**config.mk**
```make
export PLATFORM = sky130hd
export DESIGN_NAME = sar_adc_sequencer
export DESIGN_NICKNAME = d
export VERILOG_FILES = /design/src/rtl/sar_seq_pkg.sv /design/src/rtl/sar_seq_strobes.sv /design/src/rtl/sar_seq_tick.sv /design/src/rtl/sar_seq_sar.sv /design/src/rtl/sar_seq_outfmt.sv /design/src/rtl/sar_adc_sequencer.sv
export SDC_FILE = /design/constraint.sdc
export NUM_CORES = 1
export LEC_CHECK = 0
export CORE_MARGIN = 2
export CORE_UTILIZATION = 56
export DETAILED_ROUTE_END_ITERATION = 16
export HOLD_SLACK_MARGIN = 0.05
export PLACE_DENSITY = 0.84
export SLEW_MARGIN = 20
export SYNTH_ARGS = -nofsm -noshare
export SYNTH_HDL_FRONTEND = slang
export SYNTH_SLANG_ARGS = --single-unit
```
**constraint.sdc**
```tcl
create_clock -name clk -period 2.6 [get_ports clk]
set_input_delay 0.52 -clock clk [delete_from_list [all_inputs] [get_ports clk]]
set_output_delay 0.52 -clock clk [all_outputs]
set_load 0.01 [all_outputs]
```
**src/rtl/sar_seq_pkg.sv**
```systemverilog
package sar_seq_pkg;

  typedef enum logic [1:0] {
    SQ_IDLE    = 2'd0,
    SQ_ACQ_INT = 2'd1,
    SQ_ACQ_EXT = 2'd2,
    SQ_CONV    = 2'd3
  } seq_state_e;

  // Host control word, MSB first
  typedef struct packed {
    logic [1:0] pwr;       // 11 ext clk, 10 int clk, 01 standby, 00 shutdown
    logic       acq_ext;   // host-timed acquisition
    logic       single;    // single-ended input
    logic       unipolar;  // straight binary result
    logic [2:0] addr;      // channel
  } ctrl_word_t;

endpackage

```
**src/rtl/sar_seq_strobes.sv**
```systemverilog
module sar_seq_strobes (
  input  logic clk,
  input  logic rst_n,
  input  logic cs_n,
  input  logic wr_n,
  input  logic rd_n,
  input  logic conv_clk,
  output logic wr_evt,
  output logic rd_evt,
  output logic ext_fall
);

  logic wr_q, rd_q, cc_q;

  always_ff @(posedge clk or negedge rst_n) begin
    if (!rst_n) begin
      wr_q <= 1'b1;
      rd_q <= 1'b1;
      cc_q <= 1'b0;
    end else begin
      wr_q <= wr_n;
      rd_q <= rd_n;
      cc_q <= conv_clk;
    end
  end

  // all host edges are qualified by an active chip select
  assign wr_evt   = ~cs_n & ~wr_q & wr_n;
  assign rd_evt   = ~cs_n & rd_q & ~rd_n;
  assign ext_fall = ~cs_n & cc_q & ~conv_clk;

endmodule

```
**src/rtl/sar_seq_tick.sv**
```systemverilog
module sar_seq_tick #(
  parameter int INT_DIV = 5
) (
  input  logic clk,
  input  logic rst_n,
  input  logic int_mode,
  input  logic ext_fall,
  output logic tick
);

  generate
    if (INT_DIV <= 1) begin : g_nodiv
      assign tick = int_mode | ext_fall;
    end else begin : g_div
      localparam int DIV_W = $clog2(INT_DIV);
      localparam logic [DIV_W-1:0] DIV_LAST = DIV_W'(INT_DIV - 1);
      logic [DIV_W-1:0] cnt_q, cnt_d;
      logic             wrap;

      assign wrap = (cnt_q == DIV_LAST);

      always_comb begin
        cnt_d = wrap ? '0 : cnt_q + 1'b1;
      end

      always_ff @(posedge clk or negedge rst_n) begin
        if (!rst_n) cnt_q <= '0;
        else        cnt_q <= cnt_d;
      end

      assign tick = int_mode ? wrap : ext_fall;
    end
  endgenerate

endmodule

```
**src/rtl/sar_seq_sar.sv**
```systemverilog
module sar_seq_sar #(
  parameter int N = 10
) (
  input  logic         clk,
  input  logic         rst_n,
  input  logic         clear,
  input  logic         step,
  input  logic         cmp,
  output logic [N-1:0] trial,
  output logic [N-1:0] result
);

  logic [N-1:0] ptr_q, ptr_d;
  logic [N-1:0] acc_q, acc_d;

  always_comb begin
    ptr_d = ptr_q;
    acc_d = acc_q;
    if (clear) begin
      ptr_d = {1'b1, {(N-1){1'b0}}};
      acc_d = '0;
    end else if (step) begin
      if (cmp) acc_d = acc_q | ptr_q;
      ptr_d = ptr_q >> 1;
    end
  end

  always_ff @(posedge clk or negedge rst_n) begin
    if (!rst_n) begin
      ptr_q <= '0;
      acc_q <= '0;
    end else begin
      ptr_q <= ptr_d;
      acc_q <= acc_d;
    end
  end

  assign trial  = acc_q | ptr_q;
  assign result = acc_q;

endmodule

```
**src/rtl/sar_seq_outfmt.sv**
```systemverilog
module sar_seq_outfmt #(
  parameter int RES = 10,
  parameter int BUS = 8
) (
  input  logic [RES-1:0] res,
  input  logic           bip,
  input  logic           hben,
  input  logic           cs_n,
  input  logic           rd_n,
  output logic [BUS-1:0] dout,
  output logic           dout_oe,
  output logic           int_oe
);

  localparam int HI = RES - BUS;

  logic [BUS-1:0] hi_byte;

  assign hi_byte = {{(BUS-HI){bip & res[RES-1]}}, res[RES-1:BUS]};
  assign dout    = hben ? hi_byte : res[BUS-1:0];
  assign dout_oe = ~cs_n & ~rd_n;
  assign int_oe  = ~cs_n;

endmodule

```
**src/rtl/sar_adc_sequencer.sv**
```systemverilog
module sar_adc_sequencer #(
  parameter int RES_BITS   = 10,
  parameter int BUS_BITS   = 8,
  parameter int ACQ_TICKS  = 4,
  parameter int CONV_TICKS = 13,
  parameter int INT_DIV    = 5
) (
  input  logic                clk,
  input  logic                rst_n,
  input  logic                cs_n,
  input  logic                wr_n,
  input  logic                rd_n,
  input  logic                hben,
  input  logic                conv_clk,
  input  logic [7:0]          din,
  input  logic                cmp_in,
  output logic [BUS_BITS-1:0] dout,
  output logic                dout_oe,
  output logic                int_n,
  output logic                int_oe,
  output logic                hold,
  output logic [RES_BITS-1:0] dac_code,
  output logic [2:0]          mux_addr,
  output logic                mux_se,
  output logic                clk_int,
  output logic                standby,
  output logic                shutdown,
  output logic                addr_err
);
  import sar_seq_pkg::*;

  localparam int CNT_W = $clog2(CONV_TICKS);
  localparam logic [CNT_W-1:0] ACQ_LAST  = CNT_W'(ACQ_TICKS - 1);
  localparam logic [CNT_W-1:0] CONV_LAST = CNT_W'(CONV_TICKS - 1);

  logic wr_evt, rd_evt, ext_fall, tick;
  logic sar_clr, sar_step;
  logic [RES_BITS-1:0] sar_res;

  seq_state_e          state_q, state_d;
  logic [CNT_W-1:0]    cnt_q, cnt_d;
  logic [2:0]          maddr_q, maddr_d, eaddr_q, eaddr_d;
  logic                mse_q, mse_d;
  logic                clkint_q, clkint_d;
  logic                stby_q, stby_d, shdn_q, shdn_d;
  logic                int_q, int_d;
  logic [RES_BITS-1:0] res_q, res_d;
  logic                rbip_q, rbip_d, cbip_q, cbip_d;
  logic                aerr_q, aerr_d;
  ctrl_word_t          wb;

  sar_seq_strobes u_strobes (
    .clk(clk), .rst_n(rst_n), .cs_n(cs_n), .wr_n(wr_n), .rd_n(rd_n),
    .conv_clk(conv_clk), .wr_evt(wr_evt), .rd_evt(rd_evt), .ext_fall(ext_fall)
  );

  sar_seq_tick #(.INT_DIV(INT_DIV)) u_tick (
    .clk(clk), .rst_n(rst_n), .int_mode(clkint_q), .ext_fall(ext_fall), .tick(tick)
  );

  sar_seq_sar #(.N(RES_BITS)) u_sar (
    .clk(clk), .rst_n(rst_n), .clear(sar_clr), .step(sar_step), .cmp(cmp_in),
    .trial(dac_code), .result(sar_res)
  );

  sar_seq_outfmt #(.RES(RES_BITS), .BUS(BUS_BITS)) u_out (
    .res(res_q), .bip(rbip_q), .hben(hben), .cs_n(cs_n), .rd_n(rd_n),
    .dout(dout), .dout_oe(dout_oe), .int_oe(int_oe)
  );

  assign wb = ctrl_word_t'(din);

  always_comb begin
    state_d  = state_q;
    cnt_d    = cnt_q;
    maddr_d  = maddr_q;
    mse_d    = mse_q;
    eaddr_d  = eaddr_q;
    clkint_d = clkint_q;
    stby_d   = stby_q;
    shdn_d   = shdn_q;
    int_d    = int_q;
    res_d    = res_q;
    rbip_d   = rbip_q;
    cbip_d   = cbip_q;
    aerr_d   = aerr_q;
    sar_clr  = 1'b0;
    sar_step = 1'b0;

    if (rd_evt) int_d = 1'b1;

    if (wr_evt) begin
      maddr_d = wb.addr;
      mse_d   = wb.single;
      int_d   = 1'b1;
      aerr_d  = 1'b0;
      sar_clr = 1'b1;
      cnt_d   = '0;
      if (!wb.pwr[1]) begin
        // power-down: clock choice retained, sequencer parked
        stby_d  = wb.pwr[0];
        shdn_d  = ~wb.pwr[0];
        state_d = SQ_IDLE;
      end else begin
        stby_d   = 1'b0;
        shdn_d   = 1'b0;
        clkint_d = ~wb.pwr[0];
        if (wb.acq_ext) begin
          state_d = SQ_ACQ_EXT;
          eaddr_d = wb.addr;
        end else if (state_q == SQ_ACQ_EXT) begin
          state_d = SQ_CONV;
          cbip_d  = ~wb.unipolar;
          aerr_d  = (wb.addr != eaddr_q);
        end else begin
          state_d = SQ_ACQ_INT;
          cbip_d  = ~wb.unipolar;
        end
      end
    end else if (tick) begin
      unique case (state_q)
        SQ_ACQ_INT: begin
          if (cnt_q == ACQ_LAST) begin
            state_d = SQ_CONV;
            cnt_d   = '0;
            sar_clr = 1'b1;
          end else begin
            cnt_d = cnt_q + 1'b1;
          end
        end
        SQ_CONV: begin
          sar_step = 1'b1;
          if (cnt_q == CONV_LAST) begin
            state_d = SQ_IDLE;
            cnt_d   = '0;
            int_d   = 1'b0;
            rbip_d  = cbip_q;
            res_d   = {sar_res[RES_BITS-1] ^ cbip_q, sar_res[RES_BITS-2:0]};
          end else begin
            cnt_d = cnt_q + 1'b1;
          end
        end
        default: ;
      endcase
    end
  end

  always_ff @(posedge clk or negedge rst_n) begin
    if (!rst_n) begin
      state_q  <= SQ_IDLE;
      cnt_q    <= '0;
      maddr_q  <= '0;
      mse_q    <= 1'b0;
      eaddr_q  <= '0;
      clkint_q <= 1'b0;
      stby_q   <= 1'b0;
      shdn_q   <= 1'b0;
      int_q    <= 1'b1;
      res_q    <= '0;
      rbip_q   <= 1'b0;
      cbip_q   <= 1'b0;
      aerr_q   <= 1'b0;
    end else begin
      state_q  <= state_d;
      cnt_q    <= cnt_d;
      maddr_q  <= maddr_d;
      mse_q    <= mse_d;
      eaddr_q  <= eaddr_d;
      clkint_q <= clkint_d;
      stby_q   <= stby_d;
      shdn_q   <= shdn_d;
      int_q    <= int_d;
      res_q    <= res_d;
      rbip_q   <= rbip_d;
      cbip_q   <= cbip_d;
      aerr_q   <= aerr_d;
    end
  end

  assign hold     = (state_q == SQ_CONV);
  assign int_n    = int_q;
  assign mux_addr = maddr_q;
  assign mux_se   = mse_q;
  assign clk_int  = clkint_q;
  assign standby  = stby_q;
  assign shutdown = shdn_q;
  assign addr_err = aerr_q;

endmodule

```
Word level (Yosys, flattened, before mapping)
Cells that the tools add are included.
- flip-flop bits (word level): 56
- word-level logic and storage cells: 97
- add/sub/neg operators: 2
- equality and inequality tests: 9
- multiplexer cells: 38
- bitwise operators: 18
- reduce and logical (&&, ||, !) cells: 11
- operators by type and width (kind ; number):
    $mux W10 ; 5
    $mux W1 ; 18
    $mux W4 ; 4
    $mux W2 ; 7
    $or A10 B10 Y10 ; 1
    $and A1 B1 Y1 ; 8
    $mux W8 ; 1
    $not A1 Y1 ; 8
    $pmux W4 S2 ; 1
    $reduce_and A4 Y1 ; 2
    $reduce_and A2 Y1 ; 3
    $reduce_and A3 Y1 ; 2
    $reduce_bool A2 Y1 ; 3
    $add A4 B1 Y4 const B ; 1
    $eq A2 B2 Y1 const B ; 2
    $eq A4 B2 Y1 const B ; 1
    $eq A4 B4 Y1 const B ; 1
    $pmux W2 S2 ; 1
    $add A3 B1 Y3 const B ; 1
    $eq A3 B3 Y1 const B ; 1
    $mux W3 ; 1
    $ne A3 B1 Y1 const B ; 1
    $ne A3 B2 Y1 const B ; 1
    $ne A3 B3 Y1 ; 1
    other kinds (3) ; 3

Longest topological paths before layout
Gate-level depths: netlist of the first run.
- word-level depth: 8
- gate-level depth with buffers: 7
- gate-level depth less buffers: 6

By module
A second synthesis of the first run with hierarchy kept.
- cell total of the unflattened synthesis: 228
- area total of the unflattened synthesis: 2587.5 um^2
- modules (own cells, without submodules) (module ; instances ; cells each ; area an instance (um^2) ; sequential area each (um^2)):
    sar_adc_sequencer ; 1 ; 115 ; 1400.1 ; 752.0
    sar_seq_sar ; 1 ; 75 ; 830.8 ; 500.5
    sar_seq_tick ; 1 ; 14 ; 150.1 ; 75.1
    sar_seq_outfmt ; 1 ; 18 ; 106.4 ; 0.0
    sar_seq_strobes ; 1 ; 6 ; 100.1 ; 77.6

Worst setup path before layout of the first run
Ideal clock, no wire load.
- path kind: input port to flip-flop
- from: in cs_n
- to: reg rbip_q
- setup time: 125 ps
- data arrival time: 1702 ps
- path slack: 773 ps
- stages: 5
- path buffers: 1
- cell sequence: or4b_4 > nand2_2 > nand3_4 > buf_6 > mux2_4
- cells in the longest elaborated chain, start to end: 5
- ends and longest elaborated chain (what ; line ; source):
    start, declared ; sar_adc_sequencer.sv:10 ; input logic cs_n,
    $not A1 Y1 (*) ; sar_seq_strobes.sv:28, sar_seq_strobes.sv:30 ;
    $and A1 B1 Y1 (on tied branches) (2 in a row) ; sar_seq_strobes.sv:30, sar_seq_strobes.sv:28 ;
    $mux W1 / $not A1 Y1 (equally long branches) ; n/a ;
    $reduce_and A4 Y1 (no line) (*) ; n/a ;
    end signal, assigned ; sar_adc_sequencer.sv:174 ; rbip_q <= rbip_d;
    end, declared ; sar_adc_sequencer.sv:48 ; logic rbip_q, rbip_d, cbip_q, cbip_d;
Mark *: on every way between the ends. The rest lies on a longest branch, timed or not.
A chain may end at the register's enable or synchronous reset.

Worst setup path after layout of the first run
- from: in hben
- to: out dout[5]
- cells in the longest elaborated chain, start to end: 1
- ends and longest elaborated chain (what ; line ; source):
    start, declared ; sar_adc_sequencer.sv:13 ; input logic hben,
    $mux W8 ; sar_seq_outfmt.sv:20 ; assign dout = hben ? hi_byte : res[BUS-1:0];
    end, declared ; sar_adc_sequencer.sv:17 ; output logic [BUS_BITS-1:0] dout,
No other way between the ends.

==> results of run 1 <==
through the flow:
step	hold WS, ns	setup WS (ns)	cell area, sq um
2_1_floorplan	0.224	0.773	2530
3_3_place_gp	0.448	0.195	3070
3_5_place_dp	0.451	0.0958	3070
4_1_cts	0.356	0.100	3160
5_1_grt	0.392	0.00291	3160
6_report	0.330	0.118	3160
flip-flops by register name, summed over array words and instances (netlist names), 2 cells and up:
name,count
eaddr_q,3
mux_addr,3
u_sar.ptr_q,10
state_q,2
cnt_q,4
u_tick.g_div.cnt_q,3
u_sar.result,10
res_q,10
cell usage after synthesis:
master    instances  area share, %
xnor2_1           3            1.0
o21a_1            1           0.30
or2_2            10            2.5
a21boi_0          1           0.30
nand4b_1          1           0.35
nand2_1          24            3.6
nand3_4           1           0.69
o22ai_1           2           0.49
o211a_1           1           0.40
o31ai_1           2           0.59
and2_1            1           0.25
buf_4             2           0.59
nand2_2           1           0.25
buf_6             1           0.44
nor3b_2           1           0.49
nor2b_1           1           0.25
nor4b_1           1           0.35
nand3_1           7            1.4
dfrtp_1          53             52
mux2_2            9            4.0
mux2i_1          10            4.0
or4b_4            1           0.54
a21oi_1           4           0.79
dfstp_2           3            3.1
a31oi_1          10            2.5
nand2b_1          1           0.25
inv_1            14            2.1
ha_1              4            2.0
mux2_4            8            4.7
xor2_1            1           0.35
buf_2             2           0.40
nor2_1           25            3.7
clkbuf_1          3           0.44
a21boi_4          1           0.74
o21ai_0          12            2.4
a21o_1            2           0.59
nand4_1           1           0.25
o32ai_1           2           0.69
layer usage:
metal	track usage (%)	routed length (microns)	vias to the layer above
met5	0	0	-
met2	31.9	2370	41
met3	4.50	172	6
met1	30.5	2350	906
li1	-	-	875
met4	5.87	62	0
layout by cell type (no fill, tap or decap), types with 4 or more instances in the layout:
cell | netlist | routed
nand3_1 | 7 | 7
mux2_2 | 9 | 9
mux2_4 | 8 | 8
mux2i_1 | 10 | 10
inv_1 | 14 | 14
nor2_1 | 25 | 25
or2_2 | 10 | 10
clkdlybuf4s50_1 | 0 | 44
nand2_1 | 24 | 24
a31oi_1 | 10 | 10
buf_4 | 2 | 4
clkbuf_8 | 0 | 6
o21ai_0 | 12 | 12
ha_1 | 4 | 4
dfrtp_1 | 53 | 53
how the worst max path moves through the flow:
stage	from	endpoint	slack, ns	cells after the start
floorplan	cs_n	rbip_q$_DFFE_PN0P_	0.77	5
global placement	hben	dout[6]	0.19	4
detailed placement	hben	dout[5]	0.1	4
CTS	hben	dout[4]	0.10	4
global route	hben	dout[4]	0.003	4
finish	hben	dout[5]	0.12	4
power breakdown:
| part | total, mW | switching (mW) | internal [mW] | leakage [nW] |
|---|---|---|---|---|
| Sequential | 0.967 | 0.0443 | 0.923 | 0.740 |
| Clock | 0.490 | 0.273 | 0.217 | 0.0445 |
| Combinational | 0.260 | 0.123 | 0.137 | 0.691 |
| Total | 1.72 | 0.441 | 1.28 | 1.48 |
final cells by class:
type                            instances  area, sq um
Fill cell                             307         1190
Tap cell                               52         65.1
Clock buffer                            7         86.3
Multi-Input combinational cell        149         1030
Timing Repair Buffer                   51          515
Inverter                               14         52.6
Clock inverter                          1         7.51
Sequential cell                        56         1410
cell families (layout without fill, tap and decap cells):
logic type      after synthesis  in the layout  share of synthesized area (%)
simple gates                 76             76                           14.8
flops                        56             56                           55.5
compound gates               38             38                           9.73
mux                          27             27                           12.7
buf+inv                      22             73                           3.95
fa+ha+maj                     4              4                           1.98
xor+xnor                      4              4                           1.38
==> summary.md, run 1 <==
| Metric | Value |
|---|---|
| Outcome | `complete, no violations` |
| Die outline width | `~70 microns` |
| Cell Area, Synth | `roughly 2500 sq um` |
| Number of nets with antenna violations after detailed routing | `0` |
| PnR Total Power | `1.72 mW` |
| Worst-path cell with the longest stage delay | `clkdlybuf4s50_1` |
| Number of top-level pins | `46` |
| Setup TNS | `0 ns` |
| Avg Synthesized Cell Area | `between 10 and 15 sq um` |
| Count of non-filler cells in the finished layout | `330` |
| Critical path's top delay family | `buffers and inverters` |
| Half-perimeter wire length after placement | `approximately 3500 microns` |
| Startpoint-to-endpoint class of the critical path | `in -> out` |
| Clock slew at reported path FFs | `0.09 ns` |
| Worst Setup Start Kind | `primary input` |
| Leakage power | `1.48 nW` |
| Gr ovfl total | `0` |
| Wire length per cell | `approximately 15 microns` |
| Crit-path max cell delay | `0.57 ns` |
| Worst slew margin relative to its limit | `about 54%` |
| Setup skew after layout | `about 0.0083 ns` |
| Number of optimization iterations in the first detailed-route pass | `4` |
| Post-CTS setup buffers | `0` |
| Final core occ | `72.6%` |
| Vias after detailed routing | `1,828` |
| Hold Violations, Final | `0` |
| Setup Viol. Count Final | `0` |
| Minimum clock period | `around 2.5 ns` |
| Number of inserted diodes | `0` |
| Die area | `between 5000 and 6000 sq um` |
| DIE HEIGHT | `71.2 microns` |
| Hold Buf Count CTS | `0` |
| Overall fraction of global-route tracks in use | `between 20% and 30%` |
| Gpl congestion | `0.861` |
| Number of maximum-capacitance constraint violations | `0` |
| Type of the tightest min-delay check | `in -> async` |
| WP data arrival | `1.96 ns` |
| Via count of the first global-routing pass | `roughly 1,800` |
| Worst-Margin Slew | `between 0.6 and 0.7 ns` |
| Crit Reg-Reg Startpoint | `clk_int$_DFFE_PN0P_` |
| Sink Count | `56` |
| Buffers on Ports | `between 40 and 50` |
| Fmax | `about 0.40 GHz` |
| Endpoint of the worst-slack reg-to-reg timing path | `cnt_q[3]$_DFFE_PN0P_` |
| Largest net degree at the start of global routing | `57` |
| Number of distinct library cells after synthesis | `38` |
| Crit path buf inv count | `2` |
| Cell seen most often among critical-path stages | `clkdlybuf4s50_1` |
| Cells traversed along the worst timing path | `clkdlybuf4s50_1 -> nand3_1 -> o21ai_0 -> clkdlybuf4s50_1` |
| Ratio of total power to cell area | `roughly 540 nW/um^2` |
| Total DRC errors in the routed layout | `0` |
| Worst-Skew Late Latency | `0.30 ns` |
| FP Rows | `24` |
| Number of resized instances in the post-cts repair step | `0` |
| Setup repair after global routing missed its margin | `no` |
| Post-synthesis cell count | `227` |
| DRC violation total after the first TritonRoute iteration | `roughly 90` |
| Number of clock buffers inserted by TritonCTS | `5` |
| Vias per cell | `about 5.5` |
| Global-route wire length before repair | `~8300 microns` |
| CTS Root Buffer Type | `clkbuf_8` |
| Kind of capture point of the worst setup path | `output pin` |
| Yosys warning count | `0` |
| Worst IR Drop VDD | `around 370 uV` |
| Total detailed-routing wirelength | `just under 5000 microns` |
| Nets in the synthesized netlist | `about 250` |
| Sequential area share after synthesis | `roughly 55%` |
| Area growth from synthesis to layout | `24.9%` |
| Net count of the finished layout | `297` |
| Fraction of final layout cells with drive strength greater than 1 | `18.0%` |
| Std-Cell Core Area | `between 4000 and 5000 sq um` |
| Max clock buf depth | `2` |
| Initial antenna violation count | `0` |
| Final cycle utilization of the critical path | `~95%` |
| Starting density of the core | `approximately three fifths` |
| Worst reg2reg setup slack | `0.75 ns` |
| Maximum net fanout on the critical path | `6` |
| Number of synthesized register bits | `56` |
| Depth of the worst register-to-register path | `4` |
| TritonCTS clock tree | `built` |
| Count of pins over their slew limit | `0` |
| Number of cells after detailed placement | `roughly 320` |
| H-tree levels | `2` |
| Required time of the critical path | `2.08 ns` |
No activity file was read; power rests on OpenSTA's default activity.
==> inputs of run 2 (changes only) <==
--- a/config.mk
+++ b/config.mk
@@ -13,4 +13,5 @@
 export SLEW_MARGIN = 20
 export SYNTH_ARGS = -nofsm -noshare
 export SYNTH_HDL_FRONTEND = slang
+export SYNTH_HIERARCHICAL = 1
 export SYNTH_SLANG_ARGS = --single-unit
==> run 2 against run 1 <==
Power increased by 11%. Count of clock-buffer cells in the layout down 2. Non-clock buffer count rose by 4. Clock power grew 16%. Global-route usage fell by 0.066 points. Cell count increased by 0.61%. Register-to-register slack got worse by 0.15 ns.
==> summary.md, run 2 <==
| Metric | Value |
|---|---|
| Area share of the largest cell type after synthesis | `51.3% (-1.1 points)` |
| Total detailed-routing wirelength | `4890 microns (-1.6%)` |
| Nets in the synthesized netlist | `248 (+0.40%)` |
| WP data arrival | `1.98 ns (+0.02 ns)` |
| FP Rows | `24 (unchanged)` |
| Max clock buf depth | `2 (unchanged)` |
| Outcome | `complete, no violations` |
| Number of top-level pins | `46 (unchanged)` |
| Sink Count | `56 (unchanged)` |
| Fraction of power consumed by sequential logic | `52.5% (-3.8 points)` |
| Number of nets with antenna violations after detailed routing | `0 (unchanged)` |
| Commonest cells after routing, fill and taps aside | `53 x dfrtp_1, 43 x clkdlybuf4s50_1, 28 x nor2_1` |
| Number of synthesized register bits | `56 (unchanged)` |
| Number of maximum-capacitance constraint violations | `0 (unchanged)` |
| Number of resized instances in the post-cts repair step | `0 (unchanged)` |
| Final cycle utilization of the critical path | `96.3% (+0.83 points)` |
| Worst setup startpoint | `hben` |
| Die area | `5180 sq um (+2.1%)` |
| Depth of the worst register-to-register path | `7 (+3)` |
| Setup repair after global routing missed its margin | `no` |
| Post-synthesis cell count | `228 (+0.44%)` |
| Setup Viol. Count Final | `0 (unchanged)` |
| Leading cell type by number of instances after synthesis | `dfrtp_1` |
| Worst-Skew Late Latency | `0.32 ns (+0.02 ns)` |
| Wire length per cell | `14.7 microns (-2.1%)` |
| Global route hottest layer | `met2` |
| Avg Synthesized Cell Area | `11.3 sq um (+1.7%)` |
| Number of clock buffers inserted by TritonCTS | `5 (unchanged)` |
| Number of distinct library cells after synthesis | `37 (-2.6%)` |
| Part of the power in the clock network | `29.7% (+1.2 points)` |
| Cells traversed along the worst timing path | `clkdlybuf4s50_1 -> buf_4 -> o21ai_0 -> clkdlybuf4s50_1` |
| Sequential area share after synthesis | `54.3% (-1.2 points)` |
| Crit Reg-Reg Startpoint | `u_tick/g_div.cnt_q[0]$_DFF_PN0_` |
| Leading post-synthesis cells by instance count | `53 x dfrtp_1, 28 x nor2_1, 15 x inv_1` |
| Number of inserted diodes | `0 (unchanged)` |
| Number of enable-type register cells in the synthesized netlist | `0 (unchanged)` |
| Gr ovfl total | `0 (unchanged)` |
| Fraction of power spent switching nets | `25.8% (+0.18 points)` |
| Worst slew margin relative to its limit | `54.3% (+0.24 points)` |
| Count of pins over their slew limit | `0 (unchanged)` |
| Worst reg2reg setup slack | `0.60 ns (-0.15 ns)` |
| Required time of the critical path | `2.08 ns (about the same)` |
| Crit-path max cell delay | `0.57 ns (about the same)` |
| Type of the tightest min-delay check | `in -> async` |
| Worst-Margin Slew | `0.685 ns (-0.00356 ns)` |
| Vias per cell | `5.40 (-2.5%)` |
| Global-route wire length before repair | `8310 microns (+0.33%)` |
| DRC violation total after the first TritonRoute iteration | `119 (+29%)` |
| Kind of capture point of the worst setup path | `output pin` |
| Met2 track utilization from global routing | `32.2% (+0.31 points)` |
| Post-synthesis cell type with the largest combined area | `dfrtp_1` |
| Starting density of the core | `58.6% (+0.46 points)` |
| Final non-filler cell area | `3220 sq um (+1.9%)` |
| Fmax | `0.399 GHz (-0.86%)` |
| Via count of the first global-routing pass | `1,773 (+0.97%)` |
| Cell seen most often among critical-path stages | `clkdlybuf4s50_1` |
| Leakage power | `1.47 nW (-0.46%)` |
| Dominant cells by area after synthesis | `dfrtp_1 51%, mux2_4 5.2%, mux2_2 4.8%, mux2i_1 4.3%, nor2_1 4.1%` |
| CTS Root Buffer Type | `clkbuf_8` |
| Buffers on Ports | `45 (unchanged)` |
| Minimum clock period | `2.50 ns (+0.0215 ns)` |
| Gate power share | `17.8% (+2.6 points)` |
| Ratio of total power to cell area | `592 nW/um^2 (+9.0%)` |
| Half-perimeter wire length after placement | `3440 microns (-1.1%)` |
| Std-Cell Core Area | `4410 sq um (+1.4%)` |
| Setup TNS | `0 ns (unchanged)` |
| Internal portion of total power | `1.42 mW (+11%)` |
| Initial antenna violation count | `0 (unchanged)` |
| Die outline width | `72.0 microns (+1.0%)` |
| Share of async-settable or async-resettable flops after synthesis | `100% (unchanged)` |
| Overall fraction of global-route tracks in use | `20.8% (-0.066 points)` |
| H-tree levels | `2 (unchanged)` |
| Net switching power figure | `0.493 mW (+12%)` |
| Leading register cell type out of synthesis | `dfrtp_1` |
| Maximum net fanout on the critical path | `5 (-1)` |
| Global-route track usage on met3 | `3.89% (-0.61 points)` |
| Post-CTS setup buffers | `0 (unchanged)` |
| Gpl congestion | `0.796 (-7.6%)` |
| Clock slew at reported path FFs | `0.09 ns (about the same)` |
| Largest net degree at the start of global routing | `57 (unchanged)` |
| Worst IR Drop VDD | `397 uV (+8.7%)` |
| Yosys warning count | `6 (+6)` |
| Worst-path cell with the longest stage delay | `clkdlybuf4s50_1` |
| Number of optimization iterations in the first detailed-route pass | `4 (unchanged)` |
| Cell Area, Synth | `2590 sq um (+2.2%)` |
| Startpoint-to-endpoint class of the critical path | `in -> out` |
| Hold Violations, Final | `0 (unchanged)` |
| Met1 usage in global routing | `29.3% (-1.2 points)` |
| Vias after detailed routing | `1,794 (-1.9%)` |
| Endpoint of the worst-slack reg-to-reg timing path | `res_q[0]$_DFFE_PN0P_` |
| Net count of the finished layout | `299 (+0.67%)` |
| Fraction of final layout cells with drive strength greater than 1 | `21.1% (+3.1 points)` |
| Hold Buf Count CTS | `0 (unchanged)` |
| Worst Setup Start Kind | `primary input` |
| Leading cell type in the layout, fill and taps excluded | `dfrtp_1` |
| PnR Total Power | `1.91 mW (+11%)` |
| Placed standard-cell area | `3100 sq um (+1.1%)` |
| TritonCTS clock tree | `built` |
| DIE HEIGHT | `72.0 microns (+1.0%)` |
| Area growth from synthesis to layout | `24.6%` |
| Setup skew after layout | `0.00923 ns (+0.000940 ns)` |
| Total DRC errors in the routed layout | `0 (unchanged)` |
run 2: cell types whose count changed in the layout (fill, tap and decap cells not counted), moves of 3 or more:
cell     before  now
a21oi_1       3    7
nand2_1      24    8
nor2_1       25   28
nor3b_1       0    3
buf_4         4    9
run 2: how the worst max path moves through the flow:
stage | end | slack, ns | depth (start not counted)
final | dout[5] | 0.1 | 4
after global routing | dout[5] | 0.03 | 4
after CTS | dout[3] | 0.04 | 4
after detailed placement | res_q[0]$_DFFE_PN0P_ | -0.02 | 7
after global placement | res_q[2]$_DFFE_PN0P_ | 0.01 | 7
after floorplan | rbip_q$_DFFE_PN0P_ | 0.56 | 8
run 2: layout make-up:
type,instances,area [sq um]
clock buffer,5,68.8
inverter,15,56.3
timing repair buffer,55,536
fill,303,1190
clock inverter,3,42.5
sequential,56,1410
tap,52,65.1
multi-input combinational,146,1050
run 2: cell families (layout without fill, tap and decap cells):
group,Yosys count,in the layout,synth area share [%]
AO/OA/AOI/OAI,35,35,7.93
multiplexers,31,31,14.3
AND/OR/NAND/NOR,72,72,14.5
buffers and inverters,26,78,5.71
XOR/XNOR,4,4,1.35
flip-flops,56,56,54.3
adder cells (fa/ha/maj),4,4,1.93
run 2: power by group through the flow:
stage	Combinational (mW)	Clock [mW]	Sequential, mW
global placement	0.332	0	1.01
global route	0.375	0.615	1.01
finish	0.339	0.567	1.00
floorplan	0.193	0	1.01
detailed placement	0.340	0	1.02
CTS	0.343	0.576	1.00
run 2: metal layers:
layer	wire length, microns	vias to the layer above
met5	0	-
met4	114	0
met3	183	11
met2	2250	47
met1	2340	853
li1	-	883
run 2: critical path, delay by kind of cell:
kind,cells,cell delay [ns]
buffers and inverters,3,1.31
AOI/OAI and AO/OA,1,0.16
run 2: per-stage QoR:
step / util [%] / hold WS (ns) / instances / setup WS (ns)
2_1_floorplan: - / 0.224 / 228 / 0.558
3_5_place_dp: 70.3 / 0.445 / 324 / -0.0207
6_report: 73.0 / 0.322 / 332 / 0.0963
5_1_grt: 73.0 / 0.395 / 332 / 0.0302
3_3_place_gp: 70.3 / 0.440 / 324 / 0.0147
4_1_cts: 72.8 / 0.347 / 332 / 0.0435
